==> config.mk <==
export PLATFORM = sky130hd
export DESIGN_NAME = bus_token_arbiter
export DESIGN_NICKNAME = d
export VERILOG_FILES = /design/src/rtl/bus_arb_pkg.sv /design/src/rtl/arb_token_ring.sv /design/src/rtl/arb_rot_pick.sv /design/src/rtl/arb_phase_fsm.sv /design/src/rtl/bus_token_arbiter.sv
export SDC_FILE = /design/constraint.sdc
export NUM_CORES = 1
export LEC_CHECK = 0
export BUFFER_PORTS_ARGS = -buffer_cell sky130_fd_sc_hd__buf_2
export CORE_MARGIN = 5
export CORE_UTILIZATION = 43
export CTS_CLUSTER_SIZE = 20
export DETAILED_ROUTE_END_ITERATION = 16
export PLACE_DENSITY_LB_ADDON = 0.05
export SETUP_SLACK_MARGIN = 0.4
export SLEW_MARGIN = 15
export SYNTH_ARGS = -nofsm -noshare
export SYNTH_HDL_FRONTEND = slang
export SYNTH_HIERARCHICAL = 1
export SYNTH_SLANG_ARGS = --single-unit
==> constraint.sdc <==
create_clock -name clk -period 2.2 [get_ports clk]
set_clock_uncertainty 0.05 [all_clocks]
set_input_delay 0.44 -clock clk [delete_from_list [all_inputs] [get_ports clk]]
set_output_delay 0.44 -clock clk [all_outputs]
set_load 0.01 [all_outputs]
==> src/rtl/bus_arb_pkg.sv <==
`timescale 1ns/1ps
package bus_arb_pkg;

    localparam int OP_W = 3;

    // Bus operation codes; BOP_ARB marks the arbitrate phase.
    typedef enum logic [OP_W-1:0] {
        BOP_NOP   = 3'd0,
        BOP_READ  = 3'd1,
        BOP_XREAD = 3'd2,
        BOP_WRITE = 3'd3,
        BOP_INVAL = 3'd4,
        BOP_ARB   = 3'd5
    } bus_op_e;

    // Phase of the split-phase bus.
    typedef enum logic {
        PH_GRANT = 1'b0,
        PH_ARB   = 1'b1
    } phase_e;

endpackage

==> src/rtl/arb_token_ring.sv <==
`timescale 1ns/1ps
module arb_token_ring #(
    parameter int N     = 3,
    parameter int TOK_W = (N > 1) ? $clog2(N) : 1
) (
    input  logic             clk,
    input  logic             rst_n,
    input  logic             adv_i,
    output logic [TOK_W-1:0] token_o
);

    localparam logic [TOK_W-1:0] TOK_LAST = TOK_W'(N - 1);

    logic [TOK_W-1:0] tok_q;

    always_ff @(posedge clk) begin
        if (!rst_n) begin
            tok_q <= '0;
        end else if (adv_i) begin
            tok_q <= (tok_q == TOK_LAST) ? '0 : tok_q + TOK_W'(1);
        end
    end

    assign token_o = tok_q;

    AST_TOKEN_HOLD: assert property (@(posedge clk) disable iff (!rst_n)
        !adv_i |=> $stable(tok_q));

    AST_TOKEN_RANGE: assert property (@(posedge clk) disable iff (!rst_n)
        tok_q <= TOK_LAST);

endmodule

==> src/rtl/arb_rot_pick.sv <==
`timescale 1ns/1ps
module arb_rot_pick #(
    parameter int N     = 3,
    parameter int TOK_W = (N > 1) ? $clog2(N) : 1,
    parameter int MST_W = $clog2(N + 1)
) (
    input  logic [TOK_W-1:0] token_i,
    input  logic [N-1:0]     elig_i,
    output logic             win_valid_o,
    output logic [MST_W-1:0] win_idx_o
);

    // Walk the requesters starting at the token holder; first eligible wins.
    always_comb begin
        win_valid_o = 1'b0;
        win_idx_o   = MST_W'(N);
        for (int k = 0; k < N; k++) begin
            int idx;
            idx = int'(token_i) + k;
            if (idx >= N) begin
                idx = idx - N;
            end
            if (!win_valid_o && elig_i[idx]) begin
                win_valid_o = 1'b1;
                win_idx_o   = MST_W'(idx);
            end
        end
    end

endmodule

==> src/rtl/arb_phase_fsm.sv <==
`timescale 1ns/1ps
module arb_phase_fsm
    import bus_arb_pkg::*;
(
    input  logic clk,
    input  logic rst_n,
    output logic arb_o
);

    phase_e state_q;
    phase_e state_d;

    always_ff @(posedge clk) begin
        if (!rst_n) begin
            state_q <= PH_GRANT;
        end else begin
            state_q <= state_d;
        end
    end

    always_comb begin
        state_d = state_q;
        unique case (state_q)
            PH_GRANT: state_d = PH_ARB;
            PH_ARB:   state_d = PH_GRANT;
            default:  state_d = PH_GRANT;
        endcase
    end

    assign arb_o = (state_q == PH_ARB);

    AST_FSM_FLIP: assert property (@(posedge clk) disable iff (!rst_n)
        arb_o |=> !arb_o);

endmodule

==> src/rtl/bus_token_arbiter.sv <==
`timescale 1ns/1ps
module bus_token_arbiter
    import bus_arb_pkg::*;
#(
    parameter int NUM_REQ = 3,
    parameter int LINE_W  = 4
) (
    input  logic                        clk,
    input  logic                        rst_n,
    input  logic [NUM_REQ*OP_W-1:0]     req_op_i,
    input  logic [NUM_REQ*LINE_W-1:0]   req_line_i,
    output logic [OP_W-1:0]             bus_op_o,
    output logic [LINE_W-1:0]           bus_line_o,
    output logic [$clog2(NUM_REQ+1)-1:0] master_o,
    output logic [NUM_REQ-1:0]          grant_o
);

    localparam int TOK_W = (NUM_REQ > 1) ? $clog2(NUM_REQ) : 1;
    localparam int MST_W = $clog2(NUM_REQ + 1);
    localparam logic [MST_W-1:0] MST_NONE = MST_W'(NUM_REQ);

    logic               arb;
    logic [TOK_W-1:0]   token;
    logic [NUM_REQ-1:0] elig;
    logic               win_valid;
    logic [MST_W-1:0]   win_idx;
    logic [OP_W-1:0]    sel_op;
    logic [LINE_W-1:0]  sel_line;

    logic [OP_W-1:0]    gop_q;
    logic [MST_W-1:0]   mst_q;
    logic [LINE_W-1:0]  line_q;

    arb_phase_fsm u_phase (
        .clk   (clk),
        .rst_n (rst_n),
        .arb_o (arb)
    );

    arb_token_ring #(.N(NUM_REQ), .TOK_W(TOK_W)) u_token (
        .clk     (clk),
        .rst_n   (rst_n),
        .adv_i   (arb),
        .token_o (token)
    );

    genvar g;
    generate
        for (g = 0; g < NUM_REQ; g++) begin : g_req
            assign elig[g]    = (req_op_i[g*OP_W +: OP_W] != BOP_NOP);
            assign grant_o[g] = (mst_q == MST_W'(g));
        end
    endgenerate

    arb_rot_pick #(.N(NUM_REQ), .TOK_W(TOK_W), .MST_W(MST_W)) u_pick (
        .token_i     (token),
        .elig_i      (elig),
        .win_valid_o (win_valid),
        .win_idx_o   (win_idx)
    );

    always_comb begin
        sel_op   = BOP_NOP;
        sel_line = '0;
        for (int i = 0; i < NUM_REQ; i++) begin
            if (win_idx == MST_W'(i)) begin
                sel_op   = req_op_i[i*OP_W +: OP_W];
                sel_line = req_line_i[i*LINE_W +: LINE_W];
            end
        end
    end

    // Grant-phase registers, loaded from the arbitrate cycle.
    always_ff @(posedge clk) begin
        if (!rst_n) begin
            gop_q  <= BOP_NOP;
            mst_q  <= MST_NONE;
            line_q <= '0;
        end else if (arb) begin
            gop_q <= win_valid ? sel_op : BOP_NOP;
            mst_q <= win_valid ? win_idx : MST_NONE;
            if (win_valid) begin
                line_q <= sel_line;
            end
        end else begin
            mst_q <= MST_NONE;
        end
    end

    assign bus_op_o   = arb ? BOP_ARB : gop_q;
    assign bus_line_o = line_q;
    assign master_o   = mst_q;

    AST_PHASE_ALT: assert property (@(posedge clk) disable iff (!rst_n)
        (bus_op_o == BOP_ARB) |=> (bus_op_o != BOP_ARB));

    AST_PHASE_RET: assert property (@(posedge clk) disable iff (!rst_n)
        (bus_op_o != BOP_ARB) |=> (bus_op_o == BOP_ARB));

    AST_ARB_NO_MASTER: assert property (@(posedge clk) disable iff (!rst_n)
        (bus_op_o == BOP_ARB) |-> (master_o == MST_NONE));

    AST_WIN_ELIGIBLE: assert property (@(posedge clk) disable iff (!rst_n)
        win_valid |-> elig[win_idx]);

    AST_IDLE_NO_GRANT: assert property (@(posedge clk) disable iff (!rst_n)
        (bus_op_o == BOP_NOP) |-> (grant_o == '0));

    AST_LINE_KEEP: assert property (@(posedge clk) disable iff (!rst_n)
        (bus_op_o == BOP_ARB) |-> $stable(bus_line_o));

    AST_GRANT_ONEHOT: assert property (@(posedge clk) disable iff (!rst_n)
        $onehot0(grant_o));

endmodule

; ---- Yosys cells after proc, flatten, opt, wreduce, memory -nomap -nowiden
; Cells that the tools add are included.
[word_totals]
elab_cells = 62
out_inout_bits = 12
register_bits = 12
[classes]
n_addsub = 6
reduce_logical = 11
n_mux = 28
order_cmp = 6
n_bitwise = 1
n_eq_ne = 5
[ops]
columns = operator, n
row1 = < comparator 32 x 4 -> 1 bit (second input constant), 3
row2 = two-way mux 32 bit, 3
row3 = >= comparator 32 x 3 -> 1 bit (second input constant), 2
row4 = subtractor 32 x 3 -> 32 bit (second input constant), 2
row5 = two-way mux 3 bit, 5
row6 = two-way mux 4 bit, 3
row7 = two-way mux 1 bit, 9
row8 = nonzero test 3 bit, 3
row9 = two-way mux 2 bit, 4
row10 = binary-select mux 1 bit (select 2 bit), 3
row11 = equality test 2 bit (second input constant), 3
row12 = equality test 2 x 1 -> 1 bit (second input constant), 2
row13 = zero test 2 bit, 2
row14 = adder 2 x 1 -> 3 bit (second input constant), 1
row15 = adder 2 x 2 -> 3 bit (second input constant), 1
row16 = AND reduction 3 bit, 1
row17 = subtractor 2 x 2 -> 3 bit (second input constant), 1
row18 = adder 2 x 1 -> 2 bit (second input constant), 1
row19 = >= comparator 2 bit (second input constant), 1
row20 = logical AND 1 bit, 2
row21 = zero test 1 bit, 2
row22 = case mux 1 bit (2 select lines), 1
row23 = AND reduction 2 bit, 1
row24 = NOT 1 bit, 1

; ---- Logic depth before layout (Yosys ltp)
; Gate-level depths: netlist (run 1).
[depth]
ltp_word = 17
ltp_mapped = 11
depth_no_buf = 9

; ---- Modules after synthesis
; The synthesis (run 1) kept the hierarchy.
[by_module_without_submodules]
columns = module, seq_area_each_um2, area_per_inst_um2, cells_each, instances
row1 = bus_token_arbiter, 180.2, 525.5, 55, 1
row2 = arb_rot_pick, 0.0, 244.0, 35, 1
row3 = arb_token_ring, 40.0, 86.3, 8, 1
row4 = arb_phase_fsm, 20.0, 33.8, 2, 1

; ---- Worst setup path after synthesis (run 1)
; OpenSTA, ideal clock, no wires.
[synth_timing]
path_kind = input port to flip-flop
from = in req_op_i[1]
to = reg gop_q[0]
arrival_ns = 2.113
t_required_ns = 2.028
slack_ns = -0.085
setup_ns = 0.122
path_stages = 9
path_cell_list = or3_1 -> nor2b_1 -> a31oi_1 -> o211ai_1 -> o21ai_1 -> buf_4 -> mux2i_1 -> nor2_1 -> a221o_1
[synth_between]
elab_chain_cells = 16
elab_cells_between_ends = 27
classes_between = 2 x eq/ne / 19 x mux / 6 x reduce/logical
[synth_rtl]
columns = item, line_no
row1 = "start, declared", bus_token_arbiter.sv:10  ; input logic [NUM_REQ*OP_W-1:0] req_op_i,
row2 = nonzero test 3 bit *, bus_token_arbiter.sv:50  ; assign elig[g] = (req_op_i[g*OP_W +: OP_W] != BOP_NOP);
row3 = binary-select mux 1 bit (select 2 bit), arb_rot_pick.sv:23  ; if (!win_valid_o && elig_i[idx]) begin
row4 = two-way mux 1 bit (implied by the code) (2 in series), arb_rot_pick.sv:23
row5 = two-way mux 1 bit, arb_rot_pick.sv:23
row6 = zero test 1 bit, arb_rot_pick.sv:23
row7 = logical AND 1 bit, arb_rot_pick.sv:23
row8 = two-way mux 1 bit, arb_rot_pick.sv:23
row9 = zero test 1 bit, arb_rot_pick.sv:23
row10 = logical AND 1 bit, arb_rot_pick.sv:23
row11 = two-way mux 2 bit *, arb_rot_pick.sv:23
row12 = named net win_idx[0], bus_token_arbiter.sv:26  ; logic [MST_W-1:0] win_idx;
row13 = zero test 2 bit, bus_token_arbiter.sv:66  ; if (win_idx == MST_W'(i)) begin
row14 = two-way mux 3 bit (2 in series), bus_token_arbiter.sv:66
row15 = two-way mux 3 bit *, bus_token_arbiter.sv:66
row16 = two-way mux 3 bit *, bus_token_arbiter.sv:80  ; gop_q <= win_valid ? sel_op : BOP_NOP;
row17 = "end signal, assigned", bus_token_arbiter.sv:80
row18 = "end, declared", bus_token_arbiter.sv:30  ; logic [OP_W-1:0] gop_q;
; The timed path passes the listed nets; every way through them passes the cells marked *. The select of a mux whose other input is x is not followed.
; A chain may end at the register's enable or synchronous reset.

; ---- Final worst setup path (run 1)
[layout_timing]
from = in req_op_i[1]
to = reg gop_q[1]
[layout_between]
elab_cells_between_ends = 27
classes_between = 2 x eq/ne / 19 x mux / 6 x reduce/logical
[layout_lines]
columns = item, line_no
row1 = nonzero test 3 bit *, bus_token_arbiter.sv:50
row2 = named net elig[0], bus_token_arbiter.sv:24  ; logic [NUM_REQ-1:0] elig;
row3 = binary-select mux 1 bit (select 2 bit), arb_rot_pick.sv:23
row4 = two-way mux 1 bit (implied by the code) (2 in series), arb_rot_pick.sv:23
row5 = two-way mux 1 bit, arb_rot_pick.sv:23
row6 = zero test 1 bit, arb_rot_pick.sv:23
row7 = logical AND 1 bit, arb_rot_pick.sv:23
row8 = two-way mux 1 bit, arb_rot_pick.sv:23
row9 = zero test 1 bit, arb_rot_pick.sv:23
row10 = logical AND 1 bit, arb_rot_pick.sv:23
row11 = two-way mux 1 bit *, arb_rot_pick.sv:23
row12 = named net win_valid, bus_token_arbiter.sv:25  ; logic win_valid;
row13 = two-way mux 3 bit *, bus_token_arbiter.sv:80
; Marked as above.

==> results.yml, run 1 <==
drt:
  wl_per_cell_um: 15.0
  vias_per_cell: 5.25
  final_antenna_net_count: 0
  drt_wl_total_um: 2690
  drc_errors: 0
  vias: 940
  drt_iter0_markers: 17
  drt-pass1-iter-count: 4
worst_setup_path:
  crit_fanout: 4
  path_cells: "buf_6 > or3_4 > mux2i_2 > mux2i_2 > a211oi_2 > nand2_1 > and2_4 > and4b_4 > a221o_1"
  timing.rr.start: "u_token/token_o[0]"
  crit_slowest_cell: "or3_4"
  worst_ep_required_time_ns: 2.31
  reg2regPathDepth: 8
  startpoint: "req_op_i[1]"
  worstSetupEndpointType: "flop"
  slowest_delay_ns: 0.42
  crit_top_cell: "mux2i_2"
  start_kind: "input pin"
  worstSetupPathType: "in -> reg"
  cp_data_arrival_time_ns: 2.19
placed_design:
  dp_hpwl_um: 1870
  placed_area_um2: 1150
  place_ws_ns: -0.171
  gp_congestion: 0.845
  placement.io_buffers: 34
clock_tree:
  cts_tree: "yes"
  insertion_delay_ns: 0.28
  root_buffer: "clkbuf_4"
  htree_levels: 1
  cts_buffers: 3
  clk_pin_slew_worst_paths_ns: 0.07
  cts_buffer_depth: 2
  cts.sinks: 12
yosys:
  ys_ff_latch: 12
  ys_seq_area_share_pct: 27.0
  syn_nets: 126
  ys_types: 31
  synth_area_per_cell_um2: 8.90
  synth_cells: 100
  yosys_warnings: 6
  syn_area_um2: 890
global_routing:
  grt_overflow_total: 0
  grt_pass1_wl_um: 4260
  grt_max_degree: 14
  grt_pass1_vias: 960
  antenna_found_initial: 0
  grtUsageTotal_pct: 17.2
layout:
  layout_common_cells: "buf_2, buf_4, dfxtp_1"
  area.growth.synth_to_final_pct: 52.3
  final_core_util_pct: 69.1
  num-fill-cells: 195
  design_area_um2: 1360
  final_common_cell: "buf_2"
  drive_gt1_share_pct: 57.9
  diodes: 0
  fin_nets: 179
sta:
  finalHoldViolCount: 0
  fmax_ghz: 0.480
  setup_viol: 0
  worst_slew_pin_slew_ns: 0.292
  slew_viol_final: 0
  fin_crit_sh_pct: 94.6
  setup_ws_ns: 0.119
  rsz0062_at_grt: "true"
  slew_headroom_pct: 80.5
  tns_ns: 0
  timing.final.crit_period_ns: 2.08
die:
  fp.dieH_um: 55.5
  initial_core_util_pct: 45.3
  coreArea_um2: 1960
  dieArea_um2: 3080
  die_x_um: 55.5
  io_pins: 35
  num_rows: 16
min_path:
  hold_depth: 2
  hp-start: "req_op_i[7]"
  worstHoldPathType: "in -> reg"
power:
  p_leak_nw: 0.601
  power.total_w: 0.000757
  ir_worst_vdd_mv: 0.433
  powerDensity_nw_per_um2: 558
outcome:
  outcome: "finished clean"
run:
  drv_cap: 0
[cells in the mapped netlist, drive strengths merged]
| cell | number | share of area [%] |
|---|---|---|
| nand2 | 4 | 1.7 |
| ha | 3 | 4.2 |
| or2 | 2 | 1.4 |
| nand4b | 2 | 2.0 |
| o21bai | 1 | 0.84 |
| nand3b | 6 | 5.1 |
| a221o | 3 | 3.4 |
| or3 | 3 | 2.1 |
| o211ai | 1 | 0.84 |
| inv | 2 | 0.84 |
| and2 | 1 | 0.98 |
| a31oi | 1 | 0.70 |
| dfxtp | 12 | 27 |
| a21oi | 8 | 4.5 |
| buf | 5 | 5.9 |
| and4b | 1 | 1.5 |
| nor2b | 7 | 5.8 |
| mux2i | 9 | 10 |
| a211oi | 2 | 2.3 |
| o21a | 5 | 4.2 |
| nand2b | 3 | 3.0 |
| o21ai | 8 | 4.5 |
| and2b | 3 | 2.8 |
| nor2 | 7 | 3.0 |
| nor3b | 1 | 1.4 |
[cell type report]
cell class              count  area, um2  area share, %
well taps                  27       33.8           2.49
flip-flops and latches     12        246           18.2
inverters                   2       10.0          0.739
multi-input cells          81        682           50.3
repair buffers             53        347           25.6
clock buffers               4       36.3           2.68
[critical path, delay by kind of cell]
kind / cells / cell delay, ns
simple gates: 4 / 0.90
buf+inv: 1 / 0.09
mux: 2 / 0.29
compound gates: 2 / 0.48
[report_power, final]
| group | total, W | switching, W | internal [W] |
|---|---|---|---|
| logic | 0.000326 | 0.000144 | 0.000182 |
| registers | 0.000255 | 0.0000173 | 0.000238 |
| clock network | 0.000176 | 0.0000751 | 0.000101 |
[flip-flops by register name, summed over array words and instances (netlist names)]
| name | cells |
|---|---|
| u_token/token_o | 2 |
| u_phase/arb_o | 1 |
| bus_line_o | 4 |
| gop_q | 3 |
| master_o | 2 |
[repair_timing]
item	CTS	global route
setup endpoints to repair	9	10
setup buffers	5	1
resized for setup	18	12
cloned	0	1
hold buffers	0	0
pin swaps	1	6
[metrics by stage]
stage	hold WS, ns	cells
2_1_floorplan	0.397	100
3_3_place_gp	0.421	168
3_5_place_dp	0.418	168
4_1_cts	0.326	177
5_1_grt	0.353	179
6_report	0.346	179
[layer usage]
layer  wire (um)  vias up  global-route usage, %
li1            -      466                      -
met1        1070      442                   18.6
met2        1440       28                   30.7
met3         149        4                   6.06
met4          33        0                   5.56
met5           0        -                      0
[logic make-up after synthesis]
kind of cell | count (synthesis) | share of synthesized area, %
AO/OA/AOI/OAI | 29 | 21.2
adder cells (fa/ha/maj) | 3 | 4.22
buffers and inverters | 7 | 6.75
flip-flops | 12 | 27.0
multiplexers | 9 | 10.1
AND/OR/NAND/NOR | 40 | 30.7
[final timing paths]
path,end,slack [ns]
max,gop_q[1],0.12
min,gop_q[1],0.35
max reg2reg,gop_q[1],0.15
min reg2reg,gop_q[2],0.44
Note: power is estimated with default switching activity, not from simulation.
==> inputs of run 2 (changes only) <==
CORE_MARGIN = 8   (was 5)
CORE_UTILIZATION = 47   (was 43)
clock period = 2.3 ns   (was 2.2 ns; I/O delays follow)
==> results.yml, run 2 (synthesized netlist as in run 1, its figures left out) <==
outcome:
  outcome: "finished clean"
clock_tree:
  insertion_delay_ns: 0.28
  cts.sinks: 12
  root_buffer: "clkbuf_4"
  htree_levels: 1
  cts_buffers: 3
  cts_buffer_depth: 2
  cts_tree: "yes"
  clk_pin_slew_worst_paths_ns: 0.08
power:
  p_int_w: 0.000429
  switchingPower_w: 0.000209
  powerDensity_nw_per_um2: 530
  ir_worst_vdd_mv: 0.336
  pwr-share-seq_pct: 38.0
  power.share.clock_pct: 21.6
  swShare_pct: 32.8
  p_leak_nw: 0.532
  combinationalPowerShare_pct: 40.4
drt:
  wl_per_cell_um: 14.5
  drt_wl_total_um: 2390
  drc_errors: 0
  final_antenna_net_count: 0
  drt_iter0_markers: 58
  drt-pass1-iter-count: 4
  vias: 880
  vias_per_cell: 5.37
min_path:
  worstHoldPathType: "in -> reg"
  hp-start: "req_op_i[7]"
  hold_depth: 2
  min_to: "gop_q[1]"
die:
  num_rows: 15
  initial_core_util_pct: 51.0
  coreArea_um2: 1750
  dieArea_um2: 3540
  io_pins: 35
  fp.dieH_um: 59.5
  die_x_um: 59.5
sta:
  worst_slew_pin_slew_ns: 0.403
  setup_viol: 0
  holdWs_ns: 0.347
  timing.final.crit_period_ns: 2.02
  tns_ns: 0
  fmax_ghz: 0.495
  rsz0062_at_grt: "true"
  fin_crit_sh_pct: 87.9
  slew_viol_final: 0
  slew_headroom_pct: 73.1
  finalHoldViolCount: 0
layout:
  largest_register_ffs: 4
  drive_gt1_share_pct: 48.2
  area.growth.synth_to_final_pct: 35.3
  layout_common_cells: "buf_2, dfxtp_1, mux2i_1"
  diodes: 0
  fin_nets: 167
  final_common_cell: "buf_2"
  design_area_um2: 1200
worst_setup_path:
  crit_slowest_cell: "or3_4"
  rr_endpoint: "gop_q[0]"
  reg2regPathDepth: 8
  timing.rr.start: "u_token/token_o[0]"
  worst_ep_required_time_ns: 2.42
  start_kind: "input pin"
  worstSetupEndpointType: "flop"
  slowest_delay_ns: 0.42
  cp_data_arrival_time_ns: 2.14
  crit_family: "simple AND/OR/NAND/NOR gates"
  crit_top_cell: "mux2i_1"
  path_cells: "buf_6 > or3_4 > mux2i_1 > mux2i_1 > a211oi_2 > nand2_1 > and2_4 > and4b_4 > a221o_1"
  crit_fanout: 5
  worstSetupPathType: "in -> reg"
  r2r_setup_slack_ns: 0.30
  crit_buf_inv: 1
global_routing:
  grt_pass1_vias: 856
  grt_overflow_total: 0
  grt_pass1_wl_um: 3820
  antenna_found_initial: 0
  grtUsageTotal_pct: 13.7
  grt_max_degree: 14
placed_design:
  gp_congestion: 0.833
  placement.io_buffers: 34
  placed_area_um2: 1080
  dp_hpwl_um: 1770
run:
  drv_cap: 0
-- run 2: cell count changes in the layout (fill, tap and decap cells not counted), moves of 2 or more --
| cell | change |
|---|---|
| dfxtp_2 | -2 |
| mux2i_1 | +2 |
| a21oi_1 | +2 |
| buf_4 | -10 |
| buf_6 | -3 |
| mux2i_2 | -2 |
| a21oi_2 | -2 |
-- run 2: what timing repair did --
item | 4_1_cts | 5_1_grt
resized for setup | 19 | 0
hold buffers | 0 | 0
setup buffers | 3 | 0
pin swaps | 5 | 1
setup endpoints to repair | 9 | 8
-- run 2: how the worst max path moves through the flow --
stage                      startpoint  slack [ns]            end  cells after the start
after floorplan           req_op_i[1]        0.08       gop_q[0]                      9
after global placement    req_op_i[1]       -0.05  bus_line_o[0]                     10
after detailed placement  req_op_i[1]       -0.05  bus_line_o[2]                     10
after CTS                 req_op_i[2]        0.28       gop_q[0]                      9
after global routing      req_op_i[0]        0.19       gop_q[2]                      9
final                     req_op_i[2]        0.28       gop_q[0]                      9
-- run 2: layout make-up --
class | instances | area [um2]
Sequential cell | 12 | 248
Tap cell | 25 | 31.3
Multi-Input combinational cell | 81 | 652
Fill cell | 161 | 542
Clock buffer | 3 | 22.5
Timing Repair Buffer | 41 | 243
Inverter | 2 | 7.51
-- run 2: per-stage QoR --
step	worst slack [ns]	power, W	util, %	cells
3_5_place_dp	-0.0519	0.000475	62.0	158
6_report	0.278	0.000638	69.0	164
3_3_place_gp	-0.0539	0.000473	62.0	158
4_1_cts	0.284	0.000637	69.0	164
5_1_grt	0.192	0.000672	69.0	164
2_1_floorplan	0.0815	0.000418	-	100
-- run 2: power groups by stage --
stage / registers (W) / logic [W] / clock network [W]
finish: 0.000242 / 0.000257 / 0.000138
global route: 0.000246 / 0.000279 / 0.000147
CTS: 0.000242 / 0.000256 / 0.000138
detailed placement: 0.000247 / 0.000228 / 0
global placement: 0.000246 / 0.000227 / 0
floorplan: 0.000248 / 0.000170 / 0
-- run 2: routing by layer --
metal,GRT usage (%),routed length [um]
met2,23.3,1200
met1,15.9,1010
met3,3.69,141
met4,5.10,36
met5,0,0
